<file path="src/rtl/msgloc_pkg.sv">
package msgloc_pkg;

   typedef enum logic [1:0] {
      LOC_IDLE = 2'd0,
      LOC_SCAN = 2'd1,
      LOC_PLAY = 2'd2
   } loc_state_e;

endpackage

</file>
<file path="src/rtl/msgloc_flag_det.sv">
module msgloc_flag_det #(
   parameter int          DATA_W   = 8,
   parameter int          MARK_LEN = 6,
   parameter logic [7:0]  MARK_VAL = 8'hAA
) (
   input  logic              clk,
   input  logic              rst_n,
   input  logic              clr,
   input  logic              byte_vld,
   input  logic [DATA_W-1:0] byte_in,
   output logic              hit
);
   localparam int RUN_W = $clog2(MARK_LEN + 1);
   localparam logic [RUN_W-1:0] RUN_LAST = RUN_W'(MARK_LEN - 1);

   logic [RUN_W-1:0] run_q;
   logic             is_mark;

   initial begin
      assert (MARK_LEN >= 2) else $error("msgloc_flag_det: MARK_LEN must be at least 2");
      assert (DATA_W >= 1 && DATA_W <= 8) else $error("msgloc_flag_det: DATA_W out of range");
   end

   assign is_mark = (byte_in == MARK_VAL[DATA_W-1:0]);
   assign hit     = byte_vld && is_mark && (run_q == RUN_LAST);

   always_ff @(posedge clk or negedge rst_n) begin
      if (!rst_n)              run_q <= '0;
      else if (clr)            run_q <= '0;
      else if (byte_vld) begin
         if (!is_mark || run_q == RUN_LAST) run_q <= '0;
         else                               run_q <= run_q + RUN_W'(1);
      end
   end

   // the run never reaches a full terminator length in state
   p_run_bound_r2: assert property (@(posedge clk) disable iff (!rst_n)
      run_q <= RUN_LAST);

   // a non-marker byte clears the run
   p_run_clear_r2: assert property (@(posedge clk) disable iff (!rst_n)
      (byte_vld && !is_mark) |=> (run_q == '0));

endmodule

</file>
<file path="src/rtl/msgloc_holdback.sv">
module msgloc_holdback #(
   parameter int DATA_W = 8,
   parameter int DEPTH  = 5
) (
   input  logic              clk,
   input  logic              rst_n,
   input  logic              clr,
   input  logic              push,
   input  logic              drop,
   input  logic [DATA_W-1:0] din,
   output logic              out_vld,
   output logic [DATA_W-1:0] out_byte
);
   logic flush;
   logic tail_v;
   logic [DATA_W-1:0] tail_d;

   initial begin
      assert (DEPTH >= 1) else $error("msgloc_holdback: DEPTH must be at least 1");
   end

   assign flush = clr || (push && drop);

   for (genvar g = 0; g < DEPTH; g++) begin : g_stg
      logic              v;
      logic [DATA_W-1:0] d;
      logic              src_v;
      logic [DATA_W-1:0] src_d;
      if (g == 0) begin : g_head
         assign src_v = 1'b1;
         assign src_d = din;
      end else begin : g_link
         assign src_v = g_stg[g-1].v;
         assign src_d = g_stg[g-1].d;
      end
      always_ff @(posedge clk or negedge rst_n) begin
         if (!rst_n) begin
            v <= 1'b0;
            d <= '0;
         end else if (flush) begin
            v <= 1'b0;
         end else if (push) begin
            v <= src_v;
            d <= src_d;
         end
      end
   end

   assign tail_v = g_stg[DEPTH-1].v;
   assign tail_d = g_stg[DEPTH-1].d;

   always_ff @(posedge clk or negedge rst_n) begin
      if (!rst_n) begin
         out_vld  <= 1'b0;
         out_byte <= '0;
      end else begin
         out_vld <= push && !drop && !clr && tail_v;
         if (push) out_byte <= tail_d;
      end
   end

   // a terminator-completing step never emits a byte
   p_no_emit_on_drop_r8: assert property (@(posedge clk) disable iff (!rst_n)
      (push && drop) |=> !out_vld);

   // an emission is always caused by a step
   p_emit_needs_push_r8: assert property (@(posedge clk) disable iff (!rst_n)
      out_vld |-> $past(push));

endmodule

</file>
<file path="src/rtl/msg_locator.sv">
module msg_locator
   import msgloc_pkg::*;
#(
   parameter int         ADDR_W   = 17,
   parameter int         DATA_W   = 8,
   parameter int         NUM_W    = 4,
   parameter int         MARK_LEN = 6,
   parameter logic [7:0] MARK_VAL = 8'hAA
) (
   input  logic              clk,
   input  logic              rst_n,
   input  logic              start_i,
   input  logic [NUM_W-1:0]  msg_num_i,
   input  logic              step_i,
   input  logic [DATA_W-1:0] mem_data_i,
   output logic [ADDR_W-1:0] mem_addr_o,
   output logic              busy_o,
   output logic              found_o,
   output logic [ADDR_W-1:0] msg_base_o,
   output logic              audio_vld_o,
   output logic [DATA_W-1:0] audio_o,
   output logic              done_o
);
   localparam int HOLD_DEPTH = MARK_LEN - 1;
   localparam logic [ADDR_W-1:0] ADDR_ONE = ADDR_W'(1);
   localparam logic [NUM_W-1:0]  NUM_ONE  = NUM_W'(1);

   loc_state_e        st_q;
   logic [ADDR_W-1:0] addr_q;
   logic [ADDR_W-1:0] base_q;
   logic [NUM_W-1:0]  cnt_q;
   logic [NUM_W-1:0]  target_q;
   logic              rdy_q;
   logic              scan_q;
   logic              found_q;
   logic              done_q;

   logic start_ok;
   logic scan_vld;
   logic take;
   logic det_vld;
   logic hit;
   logic last_mark;

   initial begin
      assert (ADDR_W >= 2) else $error("msg_locator: ADDR_W too small");
      assert (NUM_W >= 1)  else $error("msg_locator: NUM_W too small");
   end

   assign start_ok  = start_i && (st_q == LOC_IDLE) && (msg_num_i != '0);
   assign scan_vld  = (st_q == LOC_SCAN) && scan_q;
   assign take      = (st_q == LOC_PLAY) && step_i && rdy_q;
   assign det_vld   = scan_vld || take;
   assign last_mark = hit && (st_q == LOC_SCAN) && ((cnt_q + NUM_ONE) == target_q);

   msgloc_flag_det #(
      .DATA_W  (DATA_W),
      .MARK_LEN(MARK_LEN),
      .MARK_VAL(MARK_VAL)
   ) det_i (
      .clk     (clk),
      .rst_n   (rst_n),
      .clr     (start_ok),
      .byte_vld(det_vld),
      .byte_in (mem_data_i),
      .hit     (hit)
   );

   msgloc_holdback #(
      .DATA_W(DATA_W),
      .DEPTH (HOLD_DEPTH)
   ) hold_i (
      .clk     (clk),
      .rst_n   (rst_n),
      .clr     (start_ok),
      .push    (take),
      .drop    (hit),
      .din     (mem_data_i),
      .out_vld (audio_vld_o),
      .out_byte(audio_o)
   );

   always_ff @(posedge clk or negedge rst_n) begin
      if (!rst_n) begin
         st_q     <= LOC_IDLE;
         addr_q   <= '0;
         base_q   <= '0;
         cnt_q    <= '0;
         target_q <= '0;
         rdy_q    <= 1'b0;
         scan_q   <= 1'b0;
         found_q  <= 1'b0;
         done_q   <= 1'b0;
      end else begin
         found_q <= 1'b0;
         done_q  <= 1'b0;
         unique case (st_q)
            LOC_IDLE: begin
               if (start_ok) begin
                  addr_q   <= '0;
                  cnt_q    <= '0;
                  rdy_q    <= 1'b0;
                  scan_q   <= 1'b0;
                  target_q <= msg_num_i - NUM_ONE;
                  if (msg_num_i == NUM_ONE) begin
                     st_q    <= LOC_PLAY;
                     found_q <= 1'b1;
                     base_q  <= '0;
                  end else begin
                     st_q <= LOC_SCAN;
                  end
               end
            end
            LOC_SCAN: begin
               scan_q <= 1'b1;
               if (last_mark) begin
                  st_q    <= LOC_PLAY;
                  found_q <= 1'b1;
                  base_q  <= addr_q;
                  rdy_q   <= 1'b1;
               end else begin
                  addr_q <= addr_q + ADDR_ONE;
                  if (hit) cnt_q <= cnt_q + NUM_ONE;
               end
            end
            LOC_PLAY: begin
               if (take) begin
                  addr_q <= addr_q + ADDR_ONE;
                  rdy_q  <= 1'b0;
                  if (hit) begin
                     done_q <= 1'b1;
                     st_q   <= LOC_IDLE;
                  end
               end else begin
                  rdy_q <= 1'b1;
               end
            end
            default: st_q <= LOC_IDLE;
         endcase
      end
   end

   assign mem_addr_o = addr_q;
   assign msg_base_o = base_q;
   assign busy_o     = (st_q != LOC_IDLE);
   assign found_o    = found_q;
   assign done_o     = done_q;

   // the scan advances one address per clock (wrapping) until the base is found
   p_scan_step_r3: assert property (@(posedge clk) disable iff (!rst_n)
      (st_q == LOC_SCAN) |=> (found_o || mem_addr_o == $past(mem_addr_o) + ADDR_ONE));

   // a found pulse coincides with the start of playback
   p_found_play_r3: assert property (@(posedge clk) disable iff (!rst_n)
      found_o |-> (busy_o && st_q == LOC_PLAY));

   // without an accepted step the playback address holds
   p_play_hold_r7: assert property (@(posedge clk) disable iff (!rst_n)
      (st_q == LOC_PLAY && !take) |=> $stable(mem_addr_o));

   // done is a single pulse and the block is idle with it
   p_done_idle_r9: assert property (@(posedge clk) disable iff (!rst_n)
      done_o |-> (!busy_o && !audio_vld_o));

   // a start while busy leaves the address untouched in the scan
   p_busy_start_r5: assert property (@(posedge clk) disable iff (!rst_n)
      (st_q == LOC_SCAN && start_i) |=> !$stable(mem_addr_o) || found_o);

endmodule

</file>
<file path="config.mk">
export PLATFORM = sky130hd
export DESIGN_NAME = msg_locator
export DESIGN_NICKNAME = d
export VERILOG_FILES = /design/src/rtl/msgloc_pkg.sv /design/src/rtl/msgloc_flag_det.sv /design/src/rtl/msgloc_holdback.sv /design/src/rtl/msg_locator.sv
export SDC_FILE = /design/constraint.sdc
export NUM_CORES = 1
export LEC_CHECK = 0
export ABC_AREA = 1
export BUFFER_PORTS_ARGS = -buffer_cell sky130_fd_sc_hd__buf_2
export CAP_MARGIN = 25
export CORE_MARGIN = 2
export CORE_UTILIZATION = 30
export DETAILED_ROUTE_END_ITERATION = 10
export SKIP_CTS_REPAIR_TIMING = 1
export SYNTH_ARGS = -nofsm -noshare
export SYNTH_HDL_FRONTEND = slang
export SYNTH_SLANG_ARGS = --single-unit
</file>
<file path="constraint.sdc">
create_clock -name clk -period 2.05 [get_ports clk]
set_input_delay 0.1025 -clock clk [delete_from_list [all_inputs] [get_ports clk]]
set_output_delay 0.1025 -clock clk [all_outputs]
set_load 0.005 [all_outputs]
</file>
# After elaboration in Yosys (flattened, before gate mapping)
# Index checks and enable logic that the tools add are counted.
[word_totals]
elab_cells = 117
register_bits = 105
input_bits = 16
output_inout_bits = 46
[op_classes]
mux = 43
reduce_logical = 34
n_addsub = 4
bitwise_logic = 1
n_eq_ne = 13
[op_table]
columns = ["op", "n"]
rows = [
  ["2-to-1 mux 17 bit", 6],
  ["one-hot mux 17 bit (3 select lines)", 1],
  ["one-hot mux 17 bit (2 select lines)", 1],
  ["2-to-1 mux 1 bit", 19],
  ["adder 17 x 1 -> 17 bit (second input constant)", 1],
  ["AND reduction 4 bit", 4],
  ["logical AND 1 bit", 13],
  ["2-to-1 mux 4 bit", 3],
  ["2-to-1 mux 2 bit", 5],
  ["2-to-1 mux 3 bit", 3],
  ["equality test 8 bit (second input constant)", 1],
  ["!= test 2 bit (second input constant)", 4],
  ["one-hot mux 4 bit (2 select lines)", 1],
  ["nonzero test 2 bit", 4],
  ["!= test 2 x 1 -> 1 bit (second input constant)", 3],
  ["one-hot mux 2 bit (3 select lines)", 1],
  ["AND reduction 2 bit", 3],
  ["adder 4 x 1 -> 4 bit (second input constant)", 1],
  ["equality test 4 x 1 -> 1 bit (second input constant)", 1],
  ["equality test 4 bit", 1],
  ["one-hot mux 1 bit (2 select lines)", 2],
  ["nonzero test 4 bit", 1],
  ["subtractor 4 x 1 -> 4 bit (second input constant)", 1],
  ["adder 3 x 1 -> 3 bit (second input constant)", 1],
  ["10 further kinds", 14],
]

# Depth between registers and ports, before layout
# Gate-level depths: netlist (run 1).
[depth]
word_depth = 10
depth_mapped = 14
ltp_nobuf = 13

# Hierarchy
# From an unflattened synthesis (run 1), not the netlist that was laid out.
[unflattened]
cells_unflattened = 658
hier_area_um2 = 5282.6
[by_module_without_submodules]
columns = ["mod", "n_inst", "area_per_inst_um2", "cells_each"]
rows = [
  ["msg_locator", 1, 2876.5, 391],
  ["msgloc_holdback", 1, 2189.6, 237],
  ["msgloc_flag_det", 1, 216.5, 30],
]

# Worst setup path before layout (run 1)
# No wires, ideal clock.
[synth_path]
kind = "register to register"
from = "register st_q[1]"
to = "register base_q[0], in the netlist msg_base_o[0]"
arrival_ps = 1779
path_slack_ps = 153
path_buffers = 1
setup_time_ps = 117
required_time_ps = 1933
path_stages_with_launch = 13
path_cell_list = "dfrtp_1 -> inv_1 -> ha_1 -> inv_2 -> o21ai_2 -> nand3_1 -> nor2_1 -> nand2_1 -> nand2_2 -> nand3_2 -> buf_2 -> nand2_1 -> nand2_1"
[synth_via]
elab_chain_len = 10
elab_cells_between_ends = 19
cone_classes = "eq/ne (5); mux (1); reduce/logical (13)"
[synth_rtl]
columns = ["item", "line", "source"]
rows = [
  ["from (decl)", "msg_locator.sv:28", "loc_state_e st_q;"],
  ["from (signal assigned)", "msg_locator.sv:85", "st_q <= LOC_IDLE;"],
  ["from (signal assigned)", "msg_locator.sv:106", "st_q <= LOC_PLAY;"],
  ["from (signal assigned)", "msg_locator.sv:110", "st_q <= LOC_SCAN;"],
  ["equality test 2 bit", "msg_locator.sv:52", "assign take = (st_q == LOC_PLAY) && step_i && rdy_q;"],
  ["logical AND 1 bit (2 in a row)", "msg_locator.sv:52", ""],
  ["logical OR 1 bit", "msg_locator.sv:53", "assign det_vld = scan_vld || take;"],
  ["logical AND 1 bit (2 in a row)", "msgloc_flag_det.sv:25", "assign hit = byte_vld && is_mark && (run_q == RUN_LAST);"],
  ["logical AND 1 bit (2 in a row)", "msg_locator.sv:54", "assign last_mark = hit && (st_q == LOC_SCAN) && ((cnt_q + NUM_ONE) == target_q);"],
  ["!= test 2 bit (no line)", "n/a", ""],
  ["AND reduction 4 bit (no line)", "n/a", ""],
  ["to (signal assigned)", "msg_locator.sv:119", "base_q <= addr_q;"],
  ["to (decl)", "msg_locator.sv:30", "logic [ADDR_W-1:0] base_q;"],
]
# Parallel ways exist; a longest one is shown, timed or not.
# A chain may end at the register's enable or synchronous reset.

# Worst setup path in the final report (run 1)
[layout_path]
from = "register st_q[0]"
to = "register hold_i.g_stg[4].d[7]"
[layout_via]
elab_chain_len = 10
elab_cells_between_ends = 15
cone_classes = "eq/ne (2); bitwise (1); reduce/logical (12)"
[layout_rtl]
columns = ["item", "line", "source"]
rows = [
  ["equality test 2 bit", "msg_locator.sv:52", ""],
  ["logical AND 1 bit (2 in a row)", "msg_locator.sv:52", ""],
  ["logical OR 1 bit", "msg_locator.sv:53", ""],
  ["logical AND 1 bit (2 in a row)", "msgloc_flag_det.sv:25", ""],
  ["logical AND 1 bit", "msgloc_holdback.sv:22", "assign flush = clr || (push && drop);"],
  ["logical OR 1 bit", "msgloc_holdback.sv:22", ""],
  ["NOT 1 bit (no line)", "n/a", ""],
  ["AND reduction 2 bit (no line) (*)", "n/a", ""],
  ["to (signal assigned)", "msgloc_holdback.sv:44", "d <= src_d;"],
  ["to (decl)", "msgloc_holdback.sv:26", "logic [DATA_W-1:0] d;"],
]
# Mark *: on every way between the ends. The rest lies on a longest branch, timed or not.

==> results.ini, run 1 <==
[status]
status=finished with violations
violations=hold timing

[placed_design]
dpl.hpwl_mm=7.64
gp_congestion=0.825
port_buffers=61

[grt]
antenna_found_initial=0
gr-total-overflow=0
grt_usage_pct=13.1
grt_max_degree=89
grt_pass1_vias=3784
grt_pass1_wl_mm=18.9

[logic_synthesis]
synth_top_area_cell=dfrtp_1
netlist_instances=615
synth.distinct_cells=26
syn_area_um2=4960
synth_area_leaders=dfrtp_1 53%, nand2_1 14%, inv_1 6.0%, o21ai_0 4.3%, nor2_1 4.1%
synthFlopType=dfrtp_1
syn_area_per_cell_um2=8.06
synth-edff-count=0
yosysSeqAreaShare_pct=53.0
synth_warnings=0
synth_nets=642
async_flop_share_pct=100
yosys.cell_count.top_type=nand2_1
ys_seq_elements=105
ys_top_cells_by_count=190 x nand2_1, 105 x dfrtp_1, 79 x inv_1
yosysTopAreaCellShare_pct=53.0

[timing]
fmax_mhz=529
hold_ws_ns=-0.00327
setup_viol=0
rsz0062_at_grt=yes
finClkSkew_ns=0.0107
relSlewSlack_pct=67.0
finalCritPeriodShare_pct=92.2
min_period_ns=1.89
maxSlewViolCount=0
hold_viol=2
worst_slew_pin_slew_ns=0.495

[clock_tree]
cts.sinks=105
cts_root_buffer=clkbuf_16
clock_path_buffers=2
clk_pin_slew_ns=0.08
h-tree-depth=3
cts_tree=built
numCtsBuffers=9
insertion_delay_ns=0.35

[floorplanning]
row_count=46
die_area_um2=17600
die_w_um=133
fp.coreArea_um2=16000
pin_count=62
die_h_um=133
start_util_pct=31.0

[min_path]
min_path_cells=3
hold_path_class=in -> reg

[routing]
vias_per_cell=4.36
ant_nets=0
wl_per_cell_um=12.1
drt_iter0_drc=303
finalWirelength_mm=11.0
drtPass1Iterations=5
drcViolationCount=0
vias=3958

[critical_path]
r2r_slack_ns=0.16
endpoint=hold_i.g_stg[4].d[7]
worst_r2r_endpoint=hold_i.g_stg[4].d[7]
path_class=reg -> reg
crit_required_ns=2.31
crit_fanout=39
endpoint_kind=flip-flop
cp.arrival_ns=2.15
r2r_cells=8
setup.worst_path.start_class=flip-flop
reg2reg_from=st_q[0]
worstSetupStartpoint=st_q[0]

[finish]
area_growth_syn_to_layout_pct=20.7
antenna_cells=0
utilization_pct=37.4
final_nets=714
drive_gt1_share_pct=15.5

[power]
p_total_mw=6.86
irDropWorstVdd_mv=0.519
leakage_nw=3.27
pwr_density_cell_nw_per_um2=1150

[job]
cap_violations=0

==> flip-flops by register name, indices dropped and copies added, names as in the netlist <==
name	flops
hold_i.out_vld	1
mem_addr_o	17
target_q	4
found_o	1
hold_i.g_stg.v	5
cnt_q	4
scan_q	1
done_o	1
st_q	2
hold_i.out_byte	8
msg_base_o	17
rdy_q	1
hold_i.g_stg.d	40
det_i.run_q	3
==> logic make-up after synthesis <==
group | Yosys count | synth area share [%]
compound gates | 81 | 8.56
xor+xnor | 13 | 2.30
fa+ha+maj | 11 | 2.78
buf+inv | 103 | 8.20
flops | 105 | 53.0
simple gates | 302 | 25.2
==> where the power goes <==
group / switching, mW / leakage (nW) / internal, mW
Clock: 0.826 / 0.153 / 0.981
Sequential: 0.244 / 1.37 / 2.57
Combinational: 1.48 / 1.75 / 0.758
==> cell usage in the layout (no fill, tap or decap), drive strengths merged <==
master,synthesis,layout
a21oi,26,26
and3,1,1
buf,12,80
bufinv,0,1
clkbuf,9,10
clkinv,1,2
dfrtp,105,105
dlygate4sd3,0,2
ha,11,11
inv,81,85
nand2,192,192
nand3,24,24
nand3b,1,1
nand4,23,23
nor2,54,54
nor3,6,6
o21ai,49,49
o22ai,6,6
or2,1,1
xnor2,1,1
xor2,12,12
==> how the worst min path moves through the flow <==
stage | start | to | slack (ns)
global placement | rst_n | hold_i.g_stg[0].d[7] | -0.01
global route | mem_data_i[6] | hold_i.g_stg[0].d[6] | 0.006
finish | mem_data_i[4] | hold_i.g_stg[0].d[4] | -0.003
CTS | rst_n | hold_i.g_stg[0].d[7] | -0.39
floorplan | rst_n | cnt_q[0] | -0.19
detailed placement | rst_n | hold_i.g_stg[0].d[7] | -0.01
==> per-layer routing <==
| layer | GRT usage (%) | part of all wire, % | vias to the layer above |
|---|---|---|---|
| met5 | 0 | 0 | - |
| met2 | 19.7 | 44 | 78 |
| met3 | 2.53 | 4.3 | 15 |
| met4 | 4.66 | 1.9 | 0 |
| met1 | 18.8 | 50 | 1781 |
| li1 | - | - | 2084 |
==> critical path: stages, from the launching register on <==
cell	delay, ns
dfrtp_1	0.40
inv_1	0.08
ha_1	0.22
nand3_1	0.11
o21ai_2	0.09
nand3_1	0.19
nand3_2	0.26
buf_12	0.26
o21ai_0	0.20
==> area by class of cell <==
type | count | area [µm²]
Timing Repair Buffer | 82 | 515
Inverter | 82 | 310
Sequential cell | 105 | 2630
Fill cell | 1713 | 10000
Tap cell | 216 | 270
Clock inverter | 6 | 83.8
Multi-Input combinational cell | 407 | 1950
Clock buffer | 10 | 229
==> metrics by stage <==
stage,cells,hold slack (ns),setup WS [ns],cell area [µm²],TNS [ns]
after CTS,906,-0.394,0.0149,5930,0
after global placement,890,-0.0114,0.0862,5620,0
after global routing,908,0.00643,-0.0348,5980,-0.212
after detailed placement,890,-0.00960,0.0185,5620,0
final,908,-0.00327,0.160,5980,0
after floorplan,615,-0.193,0.153,4960,0
Power figures use the tool's default switching activity.
==> run 2, diff against run 1 <==
==> constraint.sdc (replaced) <==
create_clock -name clk -period 2.05 [get_ports clk]
set_input_delay 0.5125 -clock clk [delete_from_list [all_inputs] [get_ports clk]]
set_output_delay 0.5125 -clock clk [all_outputs]
set_load 0.005 [all_outputs]
==> results.ini, run 2 (synthesis results as in run 1) <==
[routing]
drcViolationCount=0  ; unchanged
drtPass1Iterations=4  ; -1
wl_per_cell_um=11.8  ; -2.5%
vias=3927  ; -0.78%
vias_per_cell=4.32  ; -1.0%
finalWirelength_mm=10.8  ; -2.3%
ant_nets=0  ; unchanged
drt_iter0_drc=344  ; +14%

[timing]
worst_slew_pin_slew_ns=0.464  ; -0.0305 ns
hold_viol=0  ; -2
rsz0062_at_grt=yes
setup_viol=0  ; unchanged
finalCritPeriodShare_pct=97.0  ; +4.8 points
relSlewSlack_pct=69.0  ; +2.0 points
fin_tns_setup_ns=0  ; unchanged
hold_ws_ns=0.0160  ; +0.0193 ns
setup_ws_ns=0.0617  ; -0.0983 ns
maxSlewViolCount=0  ; unchanged
min_period_ns=1.99  ; +0.0983 ns
fmax_mhz=503  ; -4.9%
finClkSkew_ns=0.00857  ; -0.00208 ns

[clock_tree]
clock_path_buffers=2  ; unchanged
cts_tree=built
cts.sinks=105  ; unchanged
numCtsBuffers=9  ; unchanged
clk_pin_slew_ns=0.07  ; about the same
h-tree-depth=3  ; unchanged
insertion_delay_ns=0.35  ; about the same
cts_root_buffer=clkbuf_16

[grt]
gr-total-overflow=0  ; unchanged
grt_pass1_vias=3638  ; -3.9%
grt_usage_pct=12.9  ; -0.16 points
grt_max_degree=56  ; -37%
grt_pass1_wl_mm=18.5  ; -2.6%
antenna_found_initial=0  ; unchanged

[floorplanning]
die_area_um2=17600  ; unchanged
die_w_um=133  ; unchanged
start_util_pct=31.0  ; unchanged
row_count=46  ; unchanged
die_h_um=133  ; unchanged
pin_count=62  ; unchanged
fp.coreArea_um2=16000  ; unchanged

[critical_path]
crit_fanout=6  ; -85%
worst_r2r_endpoint=msg_base_o[14]
cp.arrival_ns=1.48  ; -0.67 ns
crit_required_ns=1.54  ; -0.77 ns
setup.worst_path.start_class=flip-flop
reg2reg_from=cnt_q[0]
path_class=reg -> out
r2r_cells=11  ; +3
r2r_slack_ns=0.14  ; -0.02 ns
endpoint_kind=primary output

[finish]
largest_reg_flops=40  ; unchanged
antenna_cells=0  ; unchanged
drive_gt1_share_pct=16.3  ; +0.82 points
final_nets=716  ; +0.28%
area_growth_syn_to_layout_pct=21.2
most-common-layout-cells=189 x nand2_1, 105 x dfrtp_1, 79 x inv_1
layout_commonest_cell=nand2_1
utilization_pct=37.5  ; +0.14 points
top_register=hold_i.g_stg.d

[placed_design]
gp_congestion=0.857  ; +3.9%
dpl.hpwl_mm=7.55  ; -1.2%
place_ws_ns=0.0470  ; +0.0285 ns
port_buffers=61  ; unchanged

[status]
status=complete, no violations

[power]
seqPwrFrac_pct=40.7  ; -0.3 points
switchingPower_mw=2.53  ; -1.0%
leakage_nw=3.28  ; +0.51%
pwr-share-clk_pct=25.9  ; -0.4 points
irDropWorstVdd_mv=0.591  ; +14%
p_comb_share_pct=33.4  ; +0.7 points
p_total_mw=6.91  ; +0.72%
switching_share_pct=36.6  ; -0.64 points
internal-power_mw=4.38  ; +1.7%
pwr_density_cell_nw_per_um2=1150  ; +0.34%

[min_path]
hold_path_class=in -> async

[job]
cap_violations=0  ; unchanged

## run 2: cell count changes in the layout (fill, tap and decap cells not counted), moves of 2 or more
cell,change
dlygate4sd3_1,-2
buf_12,+2
nand3_2,+2
buf_4,+3
## run 2: metrics by stage
step | area (µm²) | cells
2_1_floorplan | 4960 | 615
3_3_place_gp | 5680 | 894
3_5_place_dp | 5680 | 894
4_1_cts | 5990 | 910
5_1_grt | 6010 | 910
6_report | 6010 | 910
## run 2: how the worst max path moves through the flow
stage                        from              to  slack, ns  depth (start not counted)
floorplan                 st_q[1]   msg_base_o[0]       0.15                         12
global placement     msg_num_i[0]  mem_addr_o[14]       0.03                          9
detailed placement  mem_data_i[4]  msg_base_o[14]       0.05                         12
CTS                       st_q[0]          busy_o       0.07                          4
global route              st_q[0]          busy_o     -0.004                          4
finish                    st_q[0]          busy_o       0.06                          4
## run 2: area by class of cell
cell class	instances	area, µm²
fill	1683	9990
sequential	105	2630
multi-input combinational	407	1950
timing repair buffer	84	543
inverter	82	310
tap	216	270
clock buffer	10	239
clock inverter	6	71.3
## run 2: power by group through the flow
stage,clock [mW],combinational [mW],sequential [mW]
2_1_floorplan,0,1.42,2.83
6_report,1.79,2.31,2.81
3_3_place_gp,0,2.26,2.84
4_1_cts,1.84,2.30,2.81
3_5_place_dp,0,2.28,2.85
5_1_grt,1.92,2.65,2.88
## run 2: metal layers
metal | GRT usage (%) | vias to the layer above | share of wire [%]
met4 | 4.90 | 0 | 2.1
met5 | 0 | - | 0
met2 | 18.3 | 64 | 42
li1 | - | 2084 | -
met1 | 19.0 | 1760 | 53
met3 | 3.22 | 19 | 3.6
## run 2: critical path, stage by stage, from the launching register on
cell     delay [ns]
dfrtp_1        0.41
inv_1          0.08
ha_1           0.25
inv_1          0.22
buf_2          0.16
==> run 3, diff against run 2 <==
--- a/config.mk
+++ b/config.mk
@@ -6,11 +6,11 @@
 export NUM_CORES = 1
 export LEC_CHECK = 0
 export ABC_AREA = 1
-export BUFFER_PORTS_ARGS = -buffer_cell sky130_fd_sc_hd__buf_2
 export CAP_MARGIN = 25
 export CORE_MARGIN = 2
-export CORE_UTILIZATION = 30
+export CORE_UTILIZATION = 35
 export DETAILED_ROUTE_END_ITERATION = 10
+export DONT_BUFFER_PORTS = 1
 export SKIP_CTS_REPAIR_TIMING = 1
 export SYNTH_ARGS = -nofsm -noshare
 export SYNTH_HDL_FRONTEND = slang
==> results.ini, run 3 (synthesis results as in run 1) <==
[finish]
drive_gt1_share_pct=7.31  ; -9.0 points
final_area_um2=5610  ; -6.6%
most-common-layout-cells=190 x nand2_1, 105 x dfrtp_1, 79 x inv_1
layout_commonest_cell=nand2_1
largest_reg_flops=40  ; unchanged
final_nets=651  ; -9.1%
top_register=hold_i.g_stg.d
area_growth_syn_to_layout_pct=13.1
antenna_cells=0  ; unchanged

[routing]
vias_per_cell=4.74  ; +9.8%
wl_per_cell_um=13.1  ; +11%
finalWirelength_mm=10.6  ; -1.5%
drcViolationCount=0  ; unchanged
vias=3832  ; -2.4%
ant_nets=0  ; unchanged
drtPass1Iterations=5  ; +1
drt_iter0_drc=318  ; -7.6%

[clock_tree]
cts.sinks=105  ; unchanged
numCtsBuffers=9  ; unchanged
cts_tree=built
h-tree-depth=3  ; unchanged
clk_pin_slew_ns=0.08  ; about the same
insertion_delay_ns=0.35  ; about the same
cts_root_buffer=clkbuf_16
clock_path_buffers=2  ; unchanged

[critical_path]
setup.worst_path.start_class=flip-flop
path_class=reg -> reg
cp.arrival_ns=2.15  ; +0.67 ns
crit_required_ns=2.29  ; +0.75 ns
crit_fanout=8  ; +2
endpoint_kind=flip-flop

[job]
cap_violations=0  ; unchanged

[floorplanning]
die_h_um=123  ; -7.2%
pin_count=62  ; unchanged
start_util_pct=35.7  ; +4.7 points
die_area_um2=15100  ; -14%
fp.coreArea_um2=13900  ; -13%
die_w_um=123  ; -7.2%
row_count=43  ; -6.5%

[placed_design]
post_dp_cell_area_um2=5240  ; -7.7%
gp_congestion=0.853  ; -0.46%
dpl.hpwl_mm=7.38  ; -2.2%
port_buffers=0  ; -100%

[timing]
rsz0062_at_grt=yes
relSlewSlack_pct=67.9  ; -1.1 points
fmax_mhz=523  ; +3.9%
finalCritPeriodShare_pct=93.3  ; -3.7 points
maxSlewViolCount=0  ; unchanged
hold_ws_ns=-0.151  ; -0.167 ns
worst_slew_pin_slew_ns=0.481  ; +0.0169 ns
hold_viol=105  ; +105
min_period_ns=1.91  ; -0.0749 ns
finClkSkew_ns=0.0121  ; +0.00352 ns
setup_viol=0  ; unchanged

[grt]
grt_pass1_vias=3685  ; +1.3%
grt_max_degree=106  ; +89%
grt_usage_pct=14.6  ; +1.7 points
antenna_found_initial=0  ; unchanged
grt_pass1_wl_mm=17.6  ; -4.4%
gr-total-overflow=0  ; unchanged

[power]
p_comb_share_pct=30.0  ; -3.4 points
internal-power_mw=4.22  ; -3.6%
switchingPower_mw=2.50  ; -1.1%
pwr-share-clk_pct=27.5  ; +1.6 points
irDropWorstVdd_mv=0.453  ; -23%
leakage_nw=2.94  ; -10%
switching_share_pct=37.2  ; +0.59 points
p_total_mw=6.73  ; -2.7%
pwr_density_cell_nw_per_um2=1200  ; +4.2%
seqPwrFrac_pct=42.4  ; +1.7 points

[status]
status=finished with violations
violations=hold timing

[min_path]
hold_path_class=in -> async

run 3: area by class of cell:
class                   count  area, µm²
flip-flops and latches    105       2630
clock buffers               9        225
well taps                 180        225
repair buffers             18        168
inverters                  82        310
fillers                  1417       8270
clock inverters             7        105
multi-input cells         408       1950
run 3: routing by layer:
layer  GRT usage (%)  wire [µm]
met1            20.6       5270
met2            21.8       4650
met3            3.14        448
met4            6.11        222
met5               0          0
run 3: critical path, cell delays in order, from the launching register on:
cell,delay [ns]
dfrtp_1,0.43
ha_1,0.32
xor2_1,0.17
nor2_1,0.10
nand2_1,0.07
nor2_1,0.10
nand2_1,0.08
nand2_2,0.18
nand3_2,0.20
nand2_1,0.11
nand2_1,0.05
run 3: path summary, 6_finish.rpt:
| path | to | slack, ns | from | cells after the start |
|---|---|---|---|---|
| min in group clk | hold_i.g_stg[0].d[2] | 0.29 | mem_data_i[2] | 2 |
| hold / removal | hold_i.g_stg[0].d[5] | -0.15 | rst_n | 0 |
| setup reg to reg | msg_base_o[15] | 0.14 | cnt_q[1] | 10 |
| max in group asynchronous | mem_addr_o[14] | 2.05 | rst_n | 0 |
| setup / recovery | msg_base_o[15] | 0.14 | cnt_q[1] | 10 |
| hold reg to reg | hold_i.out_byte[7] | 0.48 | hold_i.g_stg[4].d[7] | 2 |
run 3: through the flow:
| stage | cells | hold slack [ns] | util (%) | setup slack, ns | TNS, ns |
|---|---|---|---|---|---|
| final | 809 | -0.151 | 40.4 | 0.137 | 0 |
| after global routing | 809 | -0.176 | 40.4 | -0.0488 | -0.614 |
| after CTS | 807 | -0.164 | 40.1 | 0.0202 | 0 |
| after detailed placement | 791 | 0.219 | 37.8 | 0.0450 | 0 |
| after global placement | 791 | 0.219 | 37.8 | 0.128 | 0 |
| after floorplan | 615 | 0.217 | - | 0.153 | 0 |
run 3: power groups by stage:
| stage | combinational (mW) | clock, mW | sequential [mW] |
|---|---|---|---|
| floorplan | 1.42 | 0 | 2.83 |
| CTS | 1.93 | 1.90 | 2.86 |
| finish | 2.02 | 1.85 | 2.85 |
| detailed placement | 1.92 | 0 | 2.89 |
| global route | 2.31 | 2.00 | 2.92 |
| global placement | 1.86 | 0 | 2.88 |
